`config.mk`:
```
export PLATFORM = sky130hd
export DESIGN_NAME = sram_bus_ctrl
export DESIGN_NICKNAME = d
export VERILOG_FILES = /design/src/rtl/sram_bus_pkg.sv /design/src/rtl/sbc_down_cnt.sv /design/src/rtl/sbc_wr_strobe.sv /design/src/rtl/sram_bus_ctrl.sv
export SDC_FILE = /design/constraint.sdc
export NUM_CORES = 1
export LEC_CHECK = 0
export BUFFER_PORTS_ARGS = -buffer_cell sky130_fd_sc_hd__buf_4
export CORE_MARGIN = 2
export CORE_UTILIZATION = 45
export CTS_CLUSTER_SIZE = 30
export DETAILED_ROUTE_END_ITERATION = 16
export GPL_TIMING_DRIVEN = 0
export PLACE_DENSITY = 0.72
export SLEW_MARGIN = 20
export SYNTH_ARGS = -nofsm -noshare
export SYNTH_HDL_FRONTEND = slang
export SYNTH_HIERARCHICAL = 1
export SYNTH_SLANG_ARGS = --single-unit
```
`constraint.sdc`:
```
create_clock -name clk_i -period 3.1 [get_ports clk_i]
set_input_delay 0.31 -clock clk_i [delete_from_list [all_inputs] [get_ports clk_i]]
set_output_delay 0.31 -clock clk_i [all_outputs]
set_load 0.02 [all_outputs]
```
`src/rtl/sram_bus_pkg.sv`:
```
package sram_bus_pkg;

  typedef enum logic [2:0] {
    S_IDLE,
    S_RD,
    S_WSU,
    S_WP,
    S_WH
  } sbc_state_e;

  // round a picosecond figure up to whole clocks, at least one
  function automatic int to_cycles(int ps, int clk_ps);
    int n;
    n = (ps + clk_ps - 1) / clk_ps;
    return (n < 1) ? 1 : n;
  endfunction

endpackage

```
`src/rtl/sbc_down_cnt.sv`:
```
module sbc_down_cnt #(
  parameter int CNT_W = 8
) (
  input  logic             clk_i,
  input  logic             rst_ni,
  input  logic             load_i,
  input  logic [CNT_W-1:0] val_i,
  output logic             zero_o
);

  logic [CNT_W-1:0] cnt_q;

  always_ff @(posedge clk_i or negedge rst_ni) begin
    if (!rst_ni)              cnt_q <= '0;
    else if (load_i)          cnt_q <= val_i;
    else if (cnt_q != '0)     cnt_q <= cnt_q - 1'b1;
  end

  assign zero_o = (cnt_q == '0);

endmodule

```
`src/rtl/sbc_wr_strobe.sv`:
```
module sbc_wr_strobe #(
  parameter bit WE_CTRL = 1'b1
) (
  input  logic setup_i,
  input  logic pulse_i,
  output logic ce_n_o,
  output logic we_n_o
);

  generate
    if (WE_CTRL) begin : g_we_ctrl
      // chip enable frames the cycle, write enable times the write
      assign ce_n_o = !(setup_i || pulse_i);
      assign we_n_o = !pulse_i;
    end else begin : g_ce_ctrl
      // write enable frames the cycle, chip enable times the write
      assign ce_n_o = !pulse_i;
      assign we_n_o = !(setup_i || pulse_i);
    end
  endgenerate

endmodule

```
`src/rtl/sram_bus_ctrl.sv`:
```
module sram_bus_ctrl
  import sram_bus_pkg::*;
#(
  parameter int CLK_PS    = 10000,
  parameter int T_CYC_PS  = 35000,
  parameter int T_ACC_PS  = 35000,
  parameter int T_WP_PS   = 15000,
  parameter int T_DH_PS   = 5000,
  parameter int T_WEH_PS  = 2000,
  parameter bit WE_CTRL   = 1'b1,
  parameter int AW        = 19,
  parameter int DW        = 8,
  parameter int CNT_W     = 8
) (
  input  logic          clk_i,
  input  logic          rst_ni,
  input  logic          req_valid_i,
  output logic          req_ready_o,
  input  logic          req_write_i,
  input  logic [AW-1:0] req_addr_i,
  input  logic [DW-1:0] req_wdata_i,
  input  logic          wr_inhibit_i,
  output logic          rd_valid_o,
  output logic [DW-1:0] rd_data_o,
  output logic          wr_err_o,
  output logic          mem_ce_no,
  output logic          mem_we_no,
  output logic          mem_oe_no,
  output logic [AW-1:0] mem_addr_o,
  output logic [DW-1:0] mem_dq_o,
  output logic          mem_dq_oe_o,
  input  logic [DW-1:0] mem_dq_i
);

  localparam int CYC_N = to_cycles(T_CYC_PS, CLK_PS);
  localparam int ACC_N = to_cycles(T_ACC_PS, CLK_PS);
  localparam int WP_N  = to_cycles(T_WP_PS, CLK_PS);
  localparam int DH_N  = to_cycles(T_DH_PS, CLK_PS);
  localparam int REC_N = to_cycles(T_WEH_PS, CLK_PS);

  sbc_state_e state_q, state_d;

  logic             phase_ld, phase_zero;
  logic [CNT_W-1:0] phase_val;
  logic             ce_gap_zero, we_gap_zero;
  logic             accept, latch, capture, err_d;
  logic             ce_n_q, we_n_q, oe_n_q, dq_oe_q;
  logic             ce_n_d, we_n_d, oe_n_d, dq_oe_d, ce_wr_n;
  logic             ce_fall, we_rise;
  logic [AW-1:0]    addr_q;
  logic [DW-1:0]    wdata_q, rdata_q;
  logic             rd_valid_q, err_q;

  assign req_ready_o = (state_q == S_IDLE) && ce_gap_zero && we_gap_zero;
  assign accept      = req_valid_i && req_ready_o;

  always_comb begin
    state_d   = state_q;
    phase_ld  = 1'b0;
    phase_val = '0;
    latch     = 1'b0;
    capture   = 1'b0;
    err_d     = 1'b0;
    unique case (state_q)
      S_IDLE: begin
        if (accept) begin
          if (req_write_i && wr_inhibit_i) begin
            err_d = 1'b1;
          end else if (req_write_i) begin
            latch    = 1'b1;
            state_d  = S_WSU;
            phase_ld = 1'b1;
          end else begin
            latch     = 1'b1;
            state_d   = S_RD;
            phase_ld  = 1'b1;
            phase_val = CNT_W'(ACC_N - 1);
          end
        end
      end
      S_RD: begin
        if (phase_zero) begin
          capture = 1'b1;
          state_d = S_IDLE;
        end
      end
      S_WSU: begin
        if (phase_zero) begin
          state_d   = S_WP;
          phase_ld  = 1'b1;
          phase_val = CNT_W'(WP_N - 1);
        end
      end
      S_WP: begin
        if (phase_zero) begin
          state_d   = S_WH;
          phase_ld  = 1'b1;
          phase_val = CNT_W'(DH_N - 1);
        end
      end
      S_WH: begin
        if (phase_zero) state_d = S_IDLE;
      end
      default: state_d = S_IDLE;
    endcase
  end

  sbc_wr_strobe #(
    .WE_CTRL (WE_CTRL)
  ) i_wr_strobe (
    .setup_i (state_d == S_WSU),
    .pulse_i (state_d == S_WP),
    .ce_n_o  (ce_wr_n),
    .we_n_o  (we_n_d)
  );

  always_comb begin
    ce_n_d  = ce_wr_n && (state_d != S_RD);
    oe_n_d  = (state_d != S_RD);
    dq_oe_d = (state_d == S_WSU) || (state_d == S_WP) || (state_d == S_WH);
    ce_fall = ce_n_q && !ce_n_d;
    we_rise = !we_n_q && we_n_d;
  end

  sbc_down_cnt #(.CNT_W(CNT_W)) i_phase_cnt (
    .clk_i  (clk_i),
    .rst_ni (rst_ni),
    .load_i (phase_ld),
    .val_i  (phase_val),
    .zero_o (phase_zero)
  );

  // spacing between chip-enable falls
  sbc_down_cnt #(.CNT_W(CNT_W)) i_ce_gap (
    .clk_i  (clk_i),
    .rst_ni (rst_ni),
    .load_i (ce_fall),
    .val_i  (CNT_W'(CYC_N - 1)),
    .zero_o (ce_gap_zero)
  );

  // write-enable high time
  sbc_down_cnt #(.CNT_W(CNT_W)) i_we_gap (
    .clk_i  (clk_i),
    .rst_ni (rst_ni),
    .load_i (we_rise),
    .val_i  (CNT_W'(REC_N - 1)),
    .zero_o (we_gap_zero)
  );

  always_ff @(posedge clk_i or negedge rst_ni) begin
    if (!rst_ni) begin
      state_q    <= S_IDLE;
      ce_n_q     <= 1'b1;
      we_n_q     <= 1'b1;
      oe_n_q     <= 1'b1;
      dq_oe_q    <= 1'b0;
      addr_q     <= '0;
      wdata_q    <= '0;
      rdata_q    <= '0;
      rd_valid_q <= 1'b0;
      err_q      <= 1'b0;
    end else begin
      state_q    <= state_d;
      ce_n_q     <= ce_n_d;
      we_n_q     <= we_n_d;
      oe_n_q     <= oe_n_d;
      dq_oe_q    <= dq_oe_d;
      rd_valid_q <= capture;
      err_q      <= err_d;
      if (latch) begin
        addr_q  <= req_addr_i;
        wdata_q <= req_wdata_i;
      end
      if (capture) rdata_q <= mem_dq_i;
    end
  end

  assign mem_ce_no   = ce_n_q;
  assign mem_we_no   = we_n_q;
  assign mem_oe_no   = oe_n_q;
  assign mem_addr_o  = addr_q;
  assign mem_dq_o    = wdata_q;
  assign mem_dq_oe_o = dq_oe_q;
  assign rd_valid_o  = rd_valid_q;
  assign rd_data_o   = rdata_q;
  assign wr_err_o    = err_q;

endmodule

```
### After elaboration in Yosys (flattened, before gate mapping)

Cells that the tools add are included.

| storage, ports and cells | value |
|---|---|
| word-level logic and storage cells | 76 |
| bits in registers | 68 |
| output and inout bits | 42 |
| input port bits | 40 |

| operators by class | value |
|---|---|
| equal/unequal tests | 8 |
| reduce and logical (&&, ||, !) cells | 25 |
| add/subtract/negate cells | 3 |
| muxes and demuxes | 27 |

Operators by type and width:

| operator | count |
|---|---|
| 2-to-1 mux 8 bit | 6 |
| zero test 8 bit | 3 |
| nonzero test 8 bit | 3 |
| subtractor 8 x 1 -> 8 bit, second input constant | 3 |
| 2-to-1 mux 3 bit | 5 |
| == test 3 x 2 -> 1 bit, second input constant | 4 |
| one-hot mux 3 bit (4 select lines) | 1 |
| 2-to-1 mux 1 bit | 9 |
| 2-to-1 mux 2 bit | 4 |
| logical AND 1 bit | 7 |
| == test 3 bit, second input constant | 2 |
| nonzero test 2 bit | 3 |
| zero test 1 bit | 4 |
| one-hot mux 2 bit (2 select lines) | 1 |
| OR reduction 2 bit | 2 |
| == test 3 x 1 -> 1 bit, second input constant | 1 |
| zero test 3 bit | 1 |
| != test 3 x 1 -> 1 bit, second input constant | 1 |
| logical OR 1 bit | 2 |
| one-hot mux 1 bit (2 select lines) | 1 |

### Longest topological paths before layout

Gate-level depths: netlist (run 1).

| depth | value |
|---|---|
| word-level depth | 13 |
| depth in mapped cells | 13 |
| mapped depth without buffers | 12 |

### Modules after synthesis

Netlist (run 1), hierarchy kept.

By module, submodules not included:

| module | area each (um^2) | seq. area each (um^2) | cells each | times used |
|---|---|---|---|---|
| sram_bus_ctrl | 1863.0 | 1104.8 | 118 | 1 |
| sbc_down_cnt | 476.7 | 200.2 | 54 | 3 |
| sbc_wr_strobe | 7.5 | 0.0 | 2 | 1 |

### Least setup slack after synthesis (run 1)

Ideal clock, no wire load.

| timing | value |
|---|---|
| kind | reg2reg |
| from | reg i_ce_gap.cnt_q[0] |
| to | reg i_ce_gap.cnt_q[4] |
| stages on the path, launching flop included | 14 |
| library setup time | 79 ps |
| path buffers | 2 |
| period minus slack after synthesis | 2904 ps |
| arrival | 2825 ps |
| slack | 196 ps |
| data required time | 3021 ps |
| cells stage by stage | dfrtp_1 inv_1 ha_1 or3b_1 clkbuf_2 nor2_1 and4b_2 nand3b_1 a211oi_1 nor2_1 a21boi_0 dlygate4sd1_1 a21oi_1 a2bb2oi_1 |

| on the way | value |
|---|---|
| word-level cells in the longest chain between the ends | 13 |
| elaborated cells between the ends (all ways) | 19 |
| those cells by class | 1 x add/sub; 3 x eq/ne; 4 x mux; 11 x reduce/logical |

Ends and longest elaborated chain:

| element | RTL line | RTL |
|---|---|---|
| from (decl) | sbc_down_cnt.sv:11 | `logic [CNT_W-1:0] cnt_q;` |
| from (signal assigned) | sbc_down_cnt.sv:15 | `else if (load_i) cnt_q <= val_i;` |
| from (signal assigned) | sbc_down_cnt.sv:16 | `else if (cnt_q != '0) cnt_q <= cnt_q - 1'b1;` |
| zero test 8 bit * | sbc_down_cnt.sv:19 | `assign zero_o = (cnt_q == '0);` |
| via ce_gap_zero | sram_bus_ctrl.sv:45 | `logic ce_gap_zero, we_gap_zero;` |
| logical AND 1 bit * (2 in series) | sram_bus_ctrl.sv:54 | `assign req_ready_o = (state_q == S_IDLE) && ce_gap_zero && we_gap_zero;` |
| logical AND 1 bit * | sram_bus_ctrl.sv:55 | `assign accept = req_valid_i && req_ready_o;` |
| 2-to-1 mux 3 bit * | sram_bus_ctrl.sv:66 | `if (accept) begin` |
| one-hot mux 3 bit (4 select lines) * | sram_bus_ctrl.sv:64 | `unique case (state_q)` |
| == test 3 x 2 -> 1 bit, on equally long branches | sram_bus_ctrl.sv:111, sram_bus_ctrl.sv:112 |  |
| logical OR 1 bit * | sbc_wr_strobe.sv:13 | `assign ce_n_o = !(setup_i \|\| pulse_i);` |
| zero test 1 bit * | sbc_wr_strobe.sv:13 |  |
| via ce_wr_n | sram_bus_ctrl.sv:48 | `logic ce_n_d, we_n_d, oe_n_d, dq_oe_d, ce_wr_n;` |
| logical AND 1 bit * | sram_bus_ctrl.sv:118 | `ce_n_d = ce_wr_n && (state_d != S_RD);` |
| zero test 1 bit * | sram_bus_ctrl.sv:121 | `ce_fall = ce_n_q && !ce_n_d;` |
| logical AND 1 bit * | sram_bus_ctrl.sv:121 |  |
| via ce_fall | sram_bus_ctrl.sv:49 | `logic ce_fall, we_rise;` |
| 2-to-1 mux 8 bit / nonzero test 2 bit (equally long branches) | - |  |

Mark *: on every way through the listed nets, which the timed path passes. The rest lies on a longest branch. The select of a mux whose other input is x is not followed.
A chain may end at the register's enable or synchronous reset.

### Final worst setup path (run 1)

| timing | value |
|---|---|
| from | reg i_we_gap.cnt_q[0] |
| to | reg i_phase_cnt.cnt_q[6] |

| on the way | value |
|---|---|
| word-level cells in the longest chain between the ends | 6 |
| elaborated cells between the ends (all ways) | 7 |
| those cells by class | 3 x mux; 4 x reduce/logical |

Ends and longest elaborated chain:

| element | RTL line | RTL |
|---|---|---|
| from (decl) | sbc_down_cnt.sv:11 |  |
| from (signal assigned) | sbc_down_cnt.sv:15 |  |
| from (signal assigned) | sbc_down_cnt.sv:16 |  |
| zero test 8 bit * | sbc_down_cnt.sv:19 |  |
| via we_gap_zero | sram_bus_ctrl.sv:45 |  |
| logical AND 1 bit * | sram_bus_ctrl.sv:54 |  |
| logical AND 1 bit * | sram_bus_ctrl.sv:55 |  |
| 2-to-1 mux 1 bit * | sram_bus_ctrl.sv:66 |  |
| one-hot mux 1 bit (2 select lines) * | sram_bus_ctrl.sv:64 |  |
| via phase_ld | sram_bus_ctrl.sv:43 | `logic phase_ld, phase_zero;` |
| 2-to-1 mux 8 bit / nonzero test 2 bit (equally long branches) | - |  |
| to (signal assigned) | sbc_down_cnt.sv:15 |  |
| to (signal assigned) | sbc_down_cnt.sv:16 |  |
| to (decl) | sbc_down_cnt.sv:11 |  |

Mark *: on every way through the listed nets, which the timed path passes. The rest lies on a longest branch.

==> results of run 1 <==
[cell type report]
| type | instances | area (µm²) |
|---|---|---|
| inverters | 11 | 41.29 |
| clock inverters | 5 | 36.28 |
| multi-input cells | 212 | 1579 |
| fillers | 610 | 2833 |
| repair buffers | 83 | 623.1 |
| plain buffers | 11 | 82.58 |
| well taps | 99 | 123.9 |
| clock buffers | 11 | 151.4 |
| flip-flops and latches | 68 | 1705 |
[repair_timing]
| action | CTS | global route |
|---|---|---|
| setup endpoints to repair | 11 | 18 |
| hold buffers | 0 | 0 |
| buffers inserted | 0 | 2 |
| pin swaps | 0 | 2 |
| endpoints found under the hold margin | 0 | 0 |
| resized for setup | 6 | 13 |
[routing by layer]
layer	global-route usage [%]	vias to the layer above	share of wire, %
met3	5.027	10	3.5
met2	29.41	43	51
met1	22.27	1240	43
met4	7.734	0	1.9
met5	0	-	0
li1	-	1257	-
[cell usage in the layout (no fill, tap or decap), types with 6 or more instances in the layout]
| cell | n |
|---|---|
| conb_1 | 22 |
| mux2_2 | 16 |
| nor4_1 | 6 |
| inv_1 | 10 |
| clkbuf_8 | 11 |
| nand3_1 | 6 |
| mux2_4 | 19 |
| o31ai_1 | 9 |
| dfrtp_1 | 65 |
| a21oi_1 | 10 |
| nor3_1 | 10 |
| nor2_1 | 14 |
| nand2_1 | 19 |
| or4_1 | 6 |
| buf_4 | 84 |
| o21ai_0 | 6 |
[cell families after synthesis]
family / count (synthesis)
flip-flops: 68
multiplexers: 35
buffers and inverters: 22
AO/OA/AOI/OAI: 54
AND/OR/NAND/NOR: 94
adder cells (fa/ha/maj): 3
XOR/XNOR: 4
other: 2
[power by group]
part           total (µW)  switching, µW  internal (µW)
sequential           1320            235           1090
clock                 681            348            333
combinational         949            505            444
[per-stage QoR]
step | TNS, ns | worst slack, ns | cells | total power [µW] | instance area, µm²
6_report | 0 | 0.2189 | 500 | 2954 | 4343
5_1_grt | -0.05446 | -0.03503 | 500 | 3170 | 4343
4_1_cts | 0 | 0.001979 | 498 | 2950 | 4305
3_5_place_dp | -1.810 | -0.3141 | 482 | 2240 | 4108
3_3_place_gp | -1.727 | -0.2960 | 482 | 2196 | 4108
2_1_floorplan | 0 | 0.1955 | 302 | 1975 | 3376
[worst register-to-register path, delay by kind of cell (launching register included)]
kind            cells  cell delay, ns
simple gates        6            1.22
fa+ha+maj           1            0.22
flops               1            0.43
buf+inv             5            0.75
compound gates      1            0.12
[Yosys cell counts, drive strengths merged (5+ instances only)]
master	instances
a21oi	10
buf	5
dfrtp	65
inv	11
mux2	35
nand2	19
nand3	7
nor2	17
nor3	10
nor4	6
o21ai	7
o31ai	9
or4	6
[flip-flops by register name, summed over array words and instances (netlist names)]
register           cells
i_ce_gap/cnt_q         8
i_phase_cnt/cnt_q      8
rd_valid_o             1
mem_oe_no              1
mem_dq_oe_o            1
state_q                3
wr_err_o               1
mem_addr_o            19
mem_ce_no              1
mem_we_no              1
i_we_gap/cnt_q         8
mem_dq_o               8
rd_data_o              8
[path summary, 6_finish.rpt]
path	from	to	slack (ns)	cells after the start
worst max-delay path	i_we_gap/cnt_q[0]	i_phase_cnt/cnt_q[6]	0.22	13
worst min-delay path	rst_ni	i_ce_gap/cnt_q[1]	0.05	1
worst max register to register	i_we_gap/cnt_q[0]	i_phase_cnt/cnt_q[6]	0.22	13
worst min register to register	mem_addr_o[16]	mem_addr_o[16]	0.51	1
max in group asynchronous	rst_ni	i_phase_cnt/cnt_q[2]	2.47	1
min in group clk_i	req_addr_i[11]	mem_addr_o[11]	0.19	2
==> flow_summary.ini, run 1 <==
[sta]
slew_headroom_pct = 43.11
max_freq_mhz = 347.1
worst_pin_slew_ns = 0.8534
setup_viol = 0
timing_hold_violations_final = 0
rsz0062_at_grt = yes
drv_slew = 0
whs_ns = 0.04598
finalClockSkew_ns = 0.01049
finalCriticalPeriod_ns = 2.881
final.period_utilization_pct = 92.94

[critical_path]
crit_chain = inv_1 > ha_2 > or3b_1 > clkbuf_2 > nor2_4 > and4b_2 > buf_4 > nand3_4 > buf_6 > nand2_1 > inv_1 > o311ai_0 > nand3_1
startpoint_type = flip-flop
endpoint_kind = flip-flop
worstSetupPathType = flip-flop to flip-flop
crit_fanout = 10
cp.arrival_ns = 3.08
cpMaxStageDelayCell = dfrtp_1
worst-path-buf-inv = 5
cp_common_cell = inv_1
required_ns = 3.30
slowest_delay_ns = 0.43
path_delay_family = simple AND/OR/NAND/NOR gates

[yosys]
synthFlopType = dfrtp_1
synth-edff-count = 0
yosys_warnings = 6
synth_adder_area_share_pct = 1.137
ys_types = 48
syn_avg_cell_area_um2 = 11.70
syn-instance-count = 282
syn_area_um2 = 3301
synth-simple-area-share_pct = 16.68
synth_top_family_by_area = simple AND/OR/NAND/NOR gates
ys_seq_area_share_pct = 51.67
yosys-top-cells-area = dfrtp_1 49%, mux2_4 8.6%, mux2_2 5.5%
ys_async_sr_fraction_pct = 100.0
synth.ff_latch_count = 68
synth_compound_area_share_pct = 11.30
synth_xor_area_share_pct = 1.061
synth_top_area_share_pct = 49.28
synth_top_cell_by_area = dfrtp_1
muxShareOfSynthArea_pct = 14.10

[global_routing]
grt_usage_pct = 17.95
overflow = 0
antenna_found_initial = 0
grt_pass1_wl_um = 11070
grt_pass1_vias = 2473
grt_max_degree = 69

[final_layout]
drive_gt1_share_pct = 39.65
diodes = 0
layout.nets = 439
synthToLayoutAreaGrowth_pct = 31.58
final_core_util_pct = 60.52

[cts]
clk_pin_slew_ns = 0.08
cts_htree_levels = 3
cts_buffers = 9
clkSinkCount = 68
cts-root-buf = clkbuf_8
cts_tree = yes
clk_latency_ns = 0.35
clock_path_buffers = 2

[routing]
drt_iter0_markers = 69
wl_per_cell_um = 13.85
ant_nets = 0
vias = 2550
drt-pass1-iter-count = 5
drc_errors = 0
drt-total-wl_um = 6923
post_drt_via_cell_ratio = 5.100

[floorplanning]
start_util_pct = 46.00
pin_count = 82
rows = 31
core-area_um2 = 7176
dieHeight_um = 89.65
fp.dieW_um = 89.65
die_area_um2 = 8036

[pwr]
ir_drop_v = 0.0004110
power.density_nw_per_um2 = 680.1
cellLeakagePower_uw = 0.002086

[run_status]
status = finished, final reports clean

[worst_hold_path]
hold_class = input pin to async pin

[placement]
globalplace.congestion = 0.8376
portBuffers = 81
dpl.hpwl_um = 4879

[run]
cap_violations = 0
(Power assumes the default switching activity.)
==> inputs of run 2 (changes only) <==
- CELL_PAD_IN_SITES_DETAIL_PLACEMENT: not set -> 1
- CELL_PAD_IN_SITES_GLOBAL_PLACEMENT: not set -> 1
- CORE_UTILIZATION: 45 -> 37
- PLACE_DENSITY: 0.72 -> not set
- PLACE_DENSITY_LB_ADDON: not set -> 0.1
==> flow_summary.ini, run 2 (synthesis gave the netlist of run 1 again) <==
[run_status]
status = finished, final reports clean

[floorplanning]
start_util_pct = 38.03
core-area_um2 = 8678
rows = 34
fp.dieW_um = 98.45
dieHeight_um = 98.45
pin_count = 82
die_area_um2 = 9692

[sta]
max_freq_mhz = 345.5
final.period_utilization_pct = 93.36
finalClockSkew_ns = 0.01282
finalCriticalPeriod_ns = 2.894
setup_viol = 0
worst_pin_slew_ns = 0.9005
whs_ns = 0.07904
drv_slew = 0
timing_hold_violations_final = 0
rsz0062_at_grt = no
slew_headroom_pct = 39.97

[final_layout]
synthToLayoutAreaGrowth_pct = 33.47
regArea_um2 = 1705
layout.nets = 443
final_core_util_pct = 50.76
final_common_cell = buf_4
finalInstanceArea_um2 = 4405
nFillCells = 983
largest_register_ff_count = 19
multiInputGateArea_um2 = 1578
diodes = 0
layout_common_cells = 88 x buf_4, 65 x dfrtp_1, 22 x conb_1
final_cells = 513
drive_gt1_share_pct = 40.74

[placement]
dpl.hpwl_um = 5758
portBuffers = 81
dp.cells = 491
globalplace.congestion = 0.7681
placed_cell_area_um2 = 4119

[global_routing]
overflow = 0
antenna_found_initial = 0
grt_pass1_wl_um = 13570
grt_pass1_vias = 2796
grt_usage_pct = 17.40
grt_max_degree = 69

[critical_path]
startpoint_type = flip-flop
r2r_setup_slack_ns = 0.21
cp-startpoint = i_we_gap/cnt_q[0]
worstRegToRegCells = 12
setup.worst_path.end = i_ce_gap/cnt_q[5]
r2r_end = i_ce_gap/cnt_q[5]
cp.arrival_ns = 3.13
required_ns = 3.34
endpoint_kind = flip-flop
worstSetupPathType = flip-flop to flip-flop
r2r-start = i_we_gap/cnt_q[0]
crit_fanout = 7

[worst_hold_path]
hold_class = input pin to async pin

[run]
cap_violations = 0

[cts]
clk_pin_slew_ns = 0.07
cts_tree = yes
cts-root-buf = clkbuf_8
clkSinkCount = 68
cts_buffers = 9
clk_latency_ns = 0.35
postCtsHoldBufs = 0
clock_path_buffers = 2
cts_htree_levels = 3

[routing]
drc_errors = 0
vias = 2623
post_drt_via_cell_ratio = 5.113
ant_nets = 0
drt-total-wl_um = 8062
wl_per_cell_um = 15.72
drt-pass1-iter-count = 4
drt_iter0_markers = 59

[pwr]
power.density_nw_per_um2 = 697.1
cellLeakagePower_uw = 0.002113
ir_drop_v = 0.0003552
-- run 2: worst min path at each step --
stage	endpoint	slack, ns	depth (start not counted)
6_report	i_we_gap/cnt_q[3]	0.08	1
5_1_grt	i_ce_gap/cnt_q[4]	0.15	1
4_1_cts	i_ce_gap/cnt_q[0]	0.11	1
3_5_place_dp	i_we_gap/cnt_q[1]	0.50	1
3_3_place_gp	mem_dq_o[0]	0.49	1
2_1_floorplan	i_ce_gap/cnt_q[0]	0.01	0
-- run 2: cell type report --
type / instances / area share, %
inverters: 11 / 0.9372
multi-input cells: 212 / 35.81
plain buffers: 10 / 1.846
repair buffers: 88 / 15.00
clock buffers: 9 / 2.812
flip-flops and latches: 68 / 38.71
clock inverters: 7 / 1.818
well taps: 108 / 3.067
-- run 2: where the power goes --
group | leakage [µW] | switching, µW | internal, µW
Clock | 0.0000973 | 382 | 383
Combinational | 0.00114 | 520 | 460
Sequential | 0.000879 | 239 | 1090
Total | 0.00211 | 1140 | 1930
-- run 2: repair_timing --
| item | in CTS | in global routing |
|---|---|---|
| setup buffers | 0 | 7 |
| setup endpoints to repair | 18 | 22 |
| gates resized for setup | 9 | 12 |
| hold endpoints to repair | 0 | 0 |
| pin swaps | 0 | 4 |
| gates cloned | 0 | 0 |
-- run 2: critical path, stage by stage (launching register included) --
cell and delay, ns:
dfrtp_1 0.43, inv_1 0.10, ha_2 0.21, or3b_1 0.34
buf_2 0.17, nor2_4 0.14, and4b_2 0.33, nand3b_1 0.10
a211oi_1 0.26, nor2_1 0.09, a21boi_2 0.24, inv_2 0.10
a221oi_1 0.27
-- run 2: per-stage QoR --
| step | power (µW) | setup TNS [ns] | setup WS (ns) |
|---|---|---|---|
| floorplan | 1975 | 0 | 0.1955 |
| global placement | 2231 | -3.472 | -0.4196 |
| detailed placement | 2276 | -3.471 | -0.4104 |
| global route | 3324 | 0 | 0.007186 |
| finish | 3071 | 0 | 0.2060 |
| CTS | 3072 | 0 | 0.04702 |
-- run 2: routing by layer --
| layer | up-vias | share of wire, % | track usage, % |
|---|---|---|---|
| li1 | 1269 | - | - |
| met1 | 1291 | 43 | 21.12 |
| met2 | 55 | 50 | 29.20 |
| met3 | 8 | 5.9 | 6.525 |
| met4 | 0 | 1.3 | 4.847 |
| met5 | - | 0 | 0 |
==> inputs of run 3 (changes only) <==
--- a/config.mk
+++ b/config.mk
@@ -11,3 +11,3 @@
 export CORE_MARGIN = 2
-export CORE_UTILIZATION = 37
+export CORE_UTILIZATION = 35
 export CTS_CLUSTER_SIZE = 30
==> constraint.sdc (replaced) <==
create_clock -name clk_i -period 3.1 [get_ports clk_i]
set_input_delay 0.62 -clock clk_i [delete_from_list [all_inputs] [get_ports clk_i]]
set_output_delay 0.62 -clock clk_i [all_outputs]
set_load 0.02 [all_outputs]
==> flow_summary.ini, run 3 (synthesis gave the netlist of run 1 again) <==
[final_layout]
synthToLayoutAreaGrowth_pct = 32.75
final_core_util_pct = 47.65
final_cells = 513
layout.nets = 440
multiInputGateArea_um2 = 1587
drive_gt1_share_pct = 40.30
regArea_um2 = 1705
layout_common_cells = 85 x buf_4, 65 x dfrtp_1, 22 x conb_1
final_common_cell = buf_4
largest_register_ff_count = 19
diodes = 0
nFillCells = 1032

[critical_path]
cpMaxStageDelayCell = dfrtp_1
worst-path-buf-inv = 3
crit_chain = inv_1 > ha_2 > or3b_1 > clkbuf_2 > nor2_4 > and4b_2 > nand3b_1 > a211oi_2 > nor2_1 > a21boi_2 > buf_4 > a21oi_1 > a2bb2oi_1
r2r_end = i_ce_gap/cnt_q[4]
crit_fanout = 10
worstRegToRegCells = 13
slowest_delay_ns = 0.43
path_delay_family = simple AND/OR/NAND/NOR gates
required_ns = 3.36
r2r_setup_slack_ns = 0.20
startpoint_type = flip-flop
endpoint_kind = flip-flop
worstSetupPathType = flip-flop to flip-flop
r2r-start = i_we_gap/cnt_q[0]
cp.arrival_ns = 3.16

[global_routing]
overflow = 0
antenna_found_initial = 0
grt_pass1_wl_um = 13370
grt_pass1_vias = 2732
grt_usage_pct = 16.56
grt_max_degree = 69

[cts]
cts_tree = yes
clk_pin_slew_ns = 0.08
cts-root-buf = clkbuf_8
clock_path_buffers = 2
postCtsHoldBufs = 0
cts_buffers = 9
cts_htree_levels = 3
clkSinkCount = 68
clk_latency_ns = 0.34

[routing]
ant_nets = 0
post_drt_via_cell_ratio = 5.058
drt_iter0_markers = 73
wl_per_cell_um = 16.02
drt-total-wl_um = 8217
drt-pass1-iter-count = 4
vias = 2595
drc_errors = 0

[run]
cap_violations = 0

[placement]
pre_cts_ws_ns = -0.4561
dpl.hpwl_um = 5672
globalplace.congestion = 0.7952
portBuffers = 81
dp.cells = 494

[pwr]
ir_drop_v = 0.0002882
cellLeakagePower_uw = 0.002096
p_total_uw = 3075
power.density_nw_per_um2 = 701.7

[sta]
max_freq_mhz = 344.8
final.period_utilization_pct = 93.55
timing.final.ws_setup_ns = 0.1998
setup_viol = 0
drv_slew = 0
slew_headroom_pct = 40.38
finalClockSkew_ns = 0.01541
whs_ns = 0.3888
worst_pin_slew_ns = 0.8943
timing_hold_violations_final = 0
finalCriticalPeriod_ns = 2.900

[floorplanning]
rows = 35
start_util_pct = 35.89
dieHeight_um = 101.1
core-area_um2 = 9196
fp.dieW_um = 101.1
pin_count = 82
die_area_um2 = 10220

[run_status]
status = finished, final reports clean

[worst_hold_path]
hold_class = input pin to async pin
## run 3: worst register-to-register path, delay by kind of cell (launching register included)
| family | cells | cell delay (ns) |
|---|---|---|
| fa+ha+maj | 1 | 0.22 |
| simple gates | 5 | 1.00 |
| flops | 1 | 0.43 |
| buf+inv | 3 | 0.50 |
| compound gates | 4 | 0.67 |
## run 3: how the worst max path moves through the flow
stage	startpoint	to	slack, ns	cells past startpoint
after detailed placement	i_we_gap/cnt_q[0]	i_ce_gap/cnt_q[4]	-0.46	13
after floorplan	i_ce_gap/cnt_q[0]	i_ce_gap/cnt_q[4]	0.20	13
after CTS	i_we_gap/cnt_q[0]	i_ce_gap/cnt_q[4]	0.006	13
after global placement	i_we_gap/cnt_q[0]	i_ce_gap/cnt_q[3]	-0.39	12
after global routing	i_we_gap/cnt_q[0]	i_ce_gap/cnt_q[6]	-0.01	14
final	i_we_gap/cnt_q[0]	i_ce_gap/cnt_q[4]	0.20	13
## run 3: routing by layer
| metal | vias to the layer above | global-route usage [%] | share of wire [%] |
|---|---|---|---|
| li1 | 1254 | - | - |
| met1 | 1287 | 22.07 | 45 |
| met2 | 49 | 25.73 | 49 |
| met3 | 5 | 4.854 | 5.1 |
| met4 | 0 | 6.029 | 1.1 |
| met5 | - | 0 | 0 |
## run 3: final cells by class
class | instances | share of cell area (%)
flip-flops and latches | 68 | 38.92
multi-input cells | 212 | 36.21
repair buffers | 84 | 14.39
well taps | 111 | 3.170
clock buffers | 9 | 2.827
plain buffers | 11 | 1.828
clock inverters | 7 | 1.713
inverters | 11 | 0.9423
## run 3: power by group
| part | internal, µW | total, µW | switching (µW) |
|---|---|---|---|
| clock network | 374 | 746 | 372 |
| registers | 1090 | 1330 | 245 |
| logic | 461 | 997 | 536 |
| total | 1920 | 3070 | 1150 |
## run 3: metrics by stage
stage          TNS [ns]  instance area, µm²
6_report              0                4382
5_1_grt        -0.01977                4382
4_1_cts               0                4332
3_5_place_dp     -4.128                4123
3_3_place_gp     -3.140                4123
2_1_floorplan         0                3376
## run 3: what timing repair did
action                     in CTS  in global routing
hold endpoints to repair        0                  0
cloned                          0                  0
setup endpoints to repair      18                 20
buffers inserted                0                  3
pin swaps                       0                  5
resized for setup               9                 12
